<file path="config.mk">
export PLATFORM = sky130hd
export DESIGN_NAME = irq_gen
export DESIGN_NICKNAME = d
export VERILOG_FILES = /design/src/rtl/irq_gen.sv
export SDC_FILE = /design/constraint.sdc
export NUM_CORES = 1
export LEC_CHECK = 0
export ABC_AREA = 1
export BUFFER_PORTS_ARGS = -buffer_cell sky130_fd_sc_hd__clkbuf_2
export CAP_MARGIN = 25
export CORE_AREA = 2 2 39 41
export DETAILED_ROUTE_END_ITERATION = 10
export DIE_AREA = 0 0 41 43
export PLACE_DENSITY = 0.45
export SLEW_MARGIN = 0
export SYNTH_ARGS = -nofsm -noshare
export SYNTH_HDL_FRONTEND = slang
export SYNTH_SLANG_ARGS = --single-unit
</file>
<file path="constraint.sdc">
create_clock -name clk -period 1.1 [get_ports clk]
set_input_delay 0.33 -clock clk [delete_from_list [all_inputs] [get_ports clk]]
set_output_delay 0.33 -clock clk [all_outputs]
set_load 0.005 [all_outputs]
</file>
<file path="src/rtl/irq_gen.sv">
module irq_gen #(
  parameter int RX_W = 5,
  parameter int TX_W = 5
) (
  input  logic            clk,
  input  logic            rst_n,
  input  logic [RX_W-1:0] rx_chunks,
  input  logic [TX_W-1:0] tx_credits,
  input  logic            ext_pending,
  input  logic            ftr_sent,
  input  logic            hdr_rcvd,
  output logic            irq_n
);

  localparam int NCOND = 3;

  logic [NCOND-1:0] live, snap, fresh;
  logic armed, irq_q, raise;

  assign live  = {ext_pending, |tx_credits, |rx_chunks};
  assign fresh = live & ~snap;
  assign raise = armed & (|fresh);

  always_ff @(posedge clk or negedge rst_n) begin
    if (!rst_n) begin
      snap  <= '0;
      armed <= 1'b1;
      irq_q <= 1'b0;
    end else begin
      if (hdr_rcvd)   irq_q <= 1'b0;
      else if (raise) irq_q <= 1'b1;
      if (ftr_sent)      armed <= 1'b1;
      else if (hdr_rcvd) armed <= 1'b0;
      if (ftr_sent) snap <= live;
    end
  end

  assign irq_n = ~irq_q;

  assert_rx_raise_R1: assert property (@(posedge clk) disable iff (!rst_n)
    (armed && !snap[0] && rx_chunks != '0 && !hdr_rcvd) |=> !irq_n);
  assert_tx_raise_R2: assert property (@(posedge clk) disable iff (!rst_n)
    (armed && !snap[1] && tx_credits != '0 && !hdr_rcvd) |=> !irq_n);
  assert_ext_raise_R3: assert property (@(posedge clk) disable iff (!rst_n)
    (armed && !snap[2] && ext_pending && !hdr_rcvd) |=> !irq_n);
  assert_hdr_clear_R4: assert property (@(posedge clk) disable iff (!rst_n)
    hdr_rcvd |=> irq_n);
  assert_hold_R6: assert property (@(posedge clk) disable iff (!rst_n)
    (!irq_n && !hdr_rcvd) |=> !irq_n);
  assert_quiet_R7: assert property (@(posedge clk) disable iff (!rst_n)
    (irq_n && !armed && !ftr_sent) |=> irq_n);

endmodule

</file>
After elaboration in Yosys (flattened, before gate mapping). Cells that the tools add are included.

Register bits after elaboration: 5. Bits of input ports: 15. Output and inout bits: 1. Logic and storage cells: 16.

Muxes and demuxes: 4. Bitwise operators: 4. Reductions and logical operators: 5.

Operators with widths (count): $reduce_or A5 Y1 (2); $mux W1 (4); $reduce_bool A2 Y1 (2); $and A3 B3 Y3 (1); $not A3 Y3 (1); $reduce_or A3 Y1 (1); $and A1 B1 Y1 (1); $not A1 Y1 (1).

Logic depth before layout (Yosys ltp).
Word-level depth: 6. Gate-level depth with buffers: 6. Gate-level depth less buffers: 6.

Worst setup path before layout. OpenSTA, ideal clock, no wires.

Path type: input -> register. Start point: input rx_chunks[3]. End point: register irq_q. Library setup time: 0.116 ns. Data arrival time: 0.705 ns. Data required time: 0.984 ns. Path slack: 0.279 ns. Cell stages on the path: 6. Path buffers: 0. Cells stage by stage: nor2_1 nand3_1 nand2_1 nand3_1 nand2_1 nand2_1.

Cells in the longest elaborated chain, start to end: 5.

Ends and longest elaborated chain: from (decl) (line 7) `input logic [RX_W-1:0] rx_chunks,`; $reduce_or A5 Y1 (line 20) `assign live = {ext_pending, |tx_credits, |rx_chunks};`; $and A3 B3 Y3 (line 21) `assign fresh = live & ~snap;`; $reduce_or A3 Y1 (line 22) `assign raise = armed & (|fresh);`; $and A1 B1 Y1 (line 22); $reduce_bool A2 Y1 (no line); to (signal assigned) (line 28) `irq_q <= 1'b0;`; to (signal assigned) (line 30) `if (hdr_rcvd) irq_q <= 1'b0;`; to (signal assigned) (line 31) `else if (raise) irq_q <= 1'b1;`; to (decl) (line 18) `logic armed, irq_q, raise;`.

No other way between the ends. A chain may end at the register's enable or synchronous reset.

Worst setup path after layout.
Start point: register irq_q. End point: output irq_n.

Cells in the longest elaborated chain, start to end: 1.

Ends and longest elaborated chain: $not A1 Y1 (line 38) `assign irq_n = ~irq_q;`; to (decl) (line 12) `output logic irq_n`.

No other way between the ends.

==> results.txt <==
Synthesis produced a netlist whose cell count is 32. After filler insertion, the fill cell instance count of the layout stands at 151. Routability-driven placement finished with a final weighted congestion of 0.657. The cell at the slowest stage of the critical path is dfrtp_1. The fraction of post-synthesis cell area in the top cell type by area was 41.2%. At the pin with the least slew margin, the transition time is 137 ps. The synthesized netlist contains 9 unique library cells. In the routed design, unresolved DRC markers number 0. 16 I/O pins were placed. Dividing the detail-routed via count by the number of cells gives 3.60. The final cycle utilization of the critical path came out at 97.6%. On the worst path, the slowest cell contributes a delay of 350 ps.

Cells with a size suffix above 1 make up 40.4% of the layout. The core region is 1380 sq um. The flow ran to the end, and the final reports show no timing, DRC or antenna violations. The die extent in x works out to 41 um.

The clock passes through at most 2 buffers. Static timing analysis puts the maximum clock frequency at 931 MHz. The worst pin sits at a relative slew slack of 90.8%. The clock reaches the later pin of the worst-skew pair after 240 ps. The share of the core filled with cells was 27.0%.

After clock tree synthesis, the clock-pin slew on the worst setup and hold paths is 40 ps. The maximum number of pins on one net before global-route repair is 8, and the required arrival time at the worst endpoint is 770 ps. The starting density of the core came out at 17.5%. STA classifies the critical path endpoint as a primary output.

Sequential elements use 52.1% of the synthesized area. The detailed router finished its first iteration with 0 violations. The peak ir drop on the vdd network came out at 0.000346 V. The synthesized netlist devotes 0% of its cell area to adder and majority cells. By area, the combinational part of the netlist is dominated by simple AND/OR/NAND/NOR gates.

For this design, the sink count on the clock tree is 5. For this run the aggregate overflow at the end of global routing stands at 0. In this run the worst hold path is classified as input pin to register. The synthesized net count came out at 47. Setup violations remaining at the end of the flow were counted as 0.

Summing the areas of all and, or, nand and nor instances in the mapped netlist gives 32.5% of the synthesized area. The initial antenna violation count is 0. The time the final worst path needs with I/O delays and setup came out at 1070 ps. Final wirelength: 447 um. A synthesized cell averages 7.59 sq um. The buffer cell driving the clock tree root was clkbuf_4. Once detail routing completed, the nets flagged for antenna violations numbered 0. The TritonCTS buffer count came out at 3. The routed layout has 245 vias. The run gives 1 as the number of H-tree levels.

The top fanout value on the critical path works out to 2. Compared with the post-synthesis result, the final layout area differs by 54.1%. The HPWL after detailed placement is 378 um.

Setup repair after global routing could not meet its margin everywhere. The mapped netlist covers 243 sq um. The most common library cell in the layout ignoring fill and taps is clkbuf_2. The clock arrives with 2.80 ps of skew. The ratio of total power to cell area was 1300 nW/um^2. The tools report the leakage power of the design as 0.219 nW. The post-synthesis cell type with the largest combined area is dfrtp_1.

The total count of hold-check failures in the final report came out at 0. The worst setup path is of the register to primary output kind. Ranked by total cell area, the synthesized netlist is headed by dfrtp_1 41%, nand2_1 12%, dfstp_2 11%.

The via count of the first global-routing pass is 234, and the floorplan row count is 14. After synthesis, the share of cell area in mux cells is 0%. The area of the die was 1760 sq um.

Leaving out fill and tap cells, the most frequent cells in the layout are 15 x clkbuf_2, 8 x nand2_1, 6 x inv_1, 5 x nor2_1, 4 x dfrtp_1. The first global-routing pass estimated 834 um of wire. The run gives 1 as the total iterations of the first detailed-routing run. The run gives 68 as the final net count. The worst setup path is launched from a register. The number of max-cap violations was 0.

TritonCTS built the clock tree. From bottom edge to top edge, the die measures 43 um. The arrival time of data at the critical path endpoint is 740 ps, and the synthesized-area fraction occupied by xor and xnor cells is 0%.

Summing internal, switching and leakage power gives 487 uW. The count of inserted antenna diode cells is 0. The total routing resource utilization after global routing is 7.36%. The count of yosys warnings during synthesis is 0, and the register bit total from synthesis is 5. The fraction of the mapped netlist area in compound gates was 6.19%; the final max-slew violation count was 0. The average routed wire per standard cell is 6.57 um. Walking the worst path, the cells encountered are inv_1 > clkbuf_2.

The number of input and output port buffers inserted came out at 15.
[flip-flops by register name, indices dropped and copies added, names as in the netlist]
name	cells
snap	3
armed	1
irq_q	1
[worst paths after layout]
path / slack [ps] / cells past startpoint / endpoint / startpoint
max in group asynchronous: 440 / 2 / armed / rst_n
hold / removal: 320 / 3 / snap[2] / ext_pending
setup / recovery: 30 / 2 / irq_n / irq_q
setup reg to reg: 270 / 4 / irq_q / armed
min in group asynchronous: 450 / 2 / irq_q / rst_n
hold reg to reg: 510 / 2 / snap[2] / snap[2]
[layer usage]
metal / global-route usage (%) / routed length (um) / vias up
met2: 9.38 / 185 / 11
met1: 9.12 / 208 / 99
met3: 3.14 / 53 / 0
met4: 6.00 / 0 / 0
li1: - / - / 135
met5: 0 / 0 / -
[layout make-up]
cell class	instances	area [sq um]	area share [%]
multi-input combinational	21	93.8	25.1
sequential	5	126	33.8
inverter	6	22.5	6.02
timing repair buffer	16	85.1	22.7
tap	16	20.0	5.35
clock buffer	4	26.3	7.02
[worst max-delay path, delay by kind of cell (launching register included)]
kind	cells	cell delay (ps)
buffers and inverters	2	160
DFF	1	350
[power breakdown]
part / internal (mW) / switching, mW
clock: 0.137 / 0.0714
sequential: 0.202 / 0.00360
combinational: 0.0396 / 0.0335
[Yosys cell counts, drive strengths merged]
cell    count
o21ai       3
inv         6
nand2       8
nand3b      1
nand3       2
nor2        5
dfstp       1
dfrtp       4
or2         2
[what timing repair did]
action	CTS	global route
setup buffers	0	0
hold buffers	1	0
endpoints found under the setup margin	0	1
hold endpoints to repair	4	0
gates resized for setup	0	0
[through the flow]
| step | setup WS, ps | hold WS, ps | instance area (sq um) | cells | TNS, ps |
|---|---|---|---|---|---|
| finish | 26.1 | 315 | 374 | 68 | 0 |
| global placement | 146 | 156 | 338 | 63 | 0 |
| floorplan | 279 | 34.4 | 243 | 32 | 0 |
| detailed placement | 137 | 153 | 338 | 63 | 0 |
| CTS | 14.5 | 311 | 374 | 68 | 0 |
| global route | -9.05 | 343 | 374 | 68 | -9.05 |
[logic make-up after synthesis]
group,after synthesis
and+or+nand+nor,18
DFF,5
buffers and inverters,6
AOI/OAI and AO/OA,3
(Power assumes the default switching activity.)
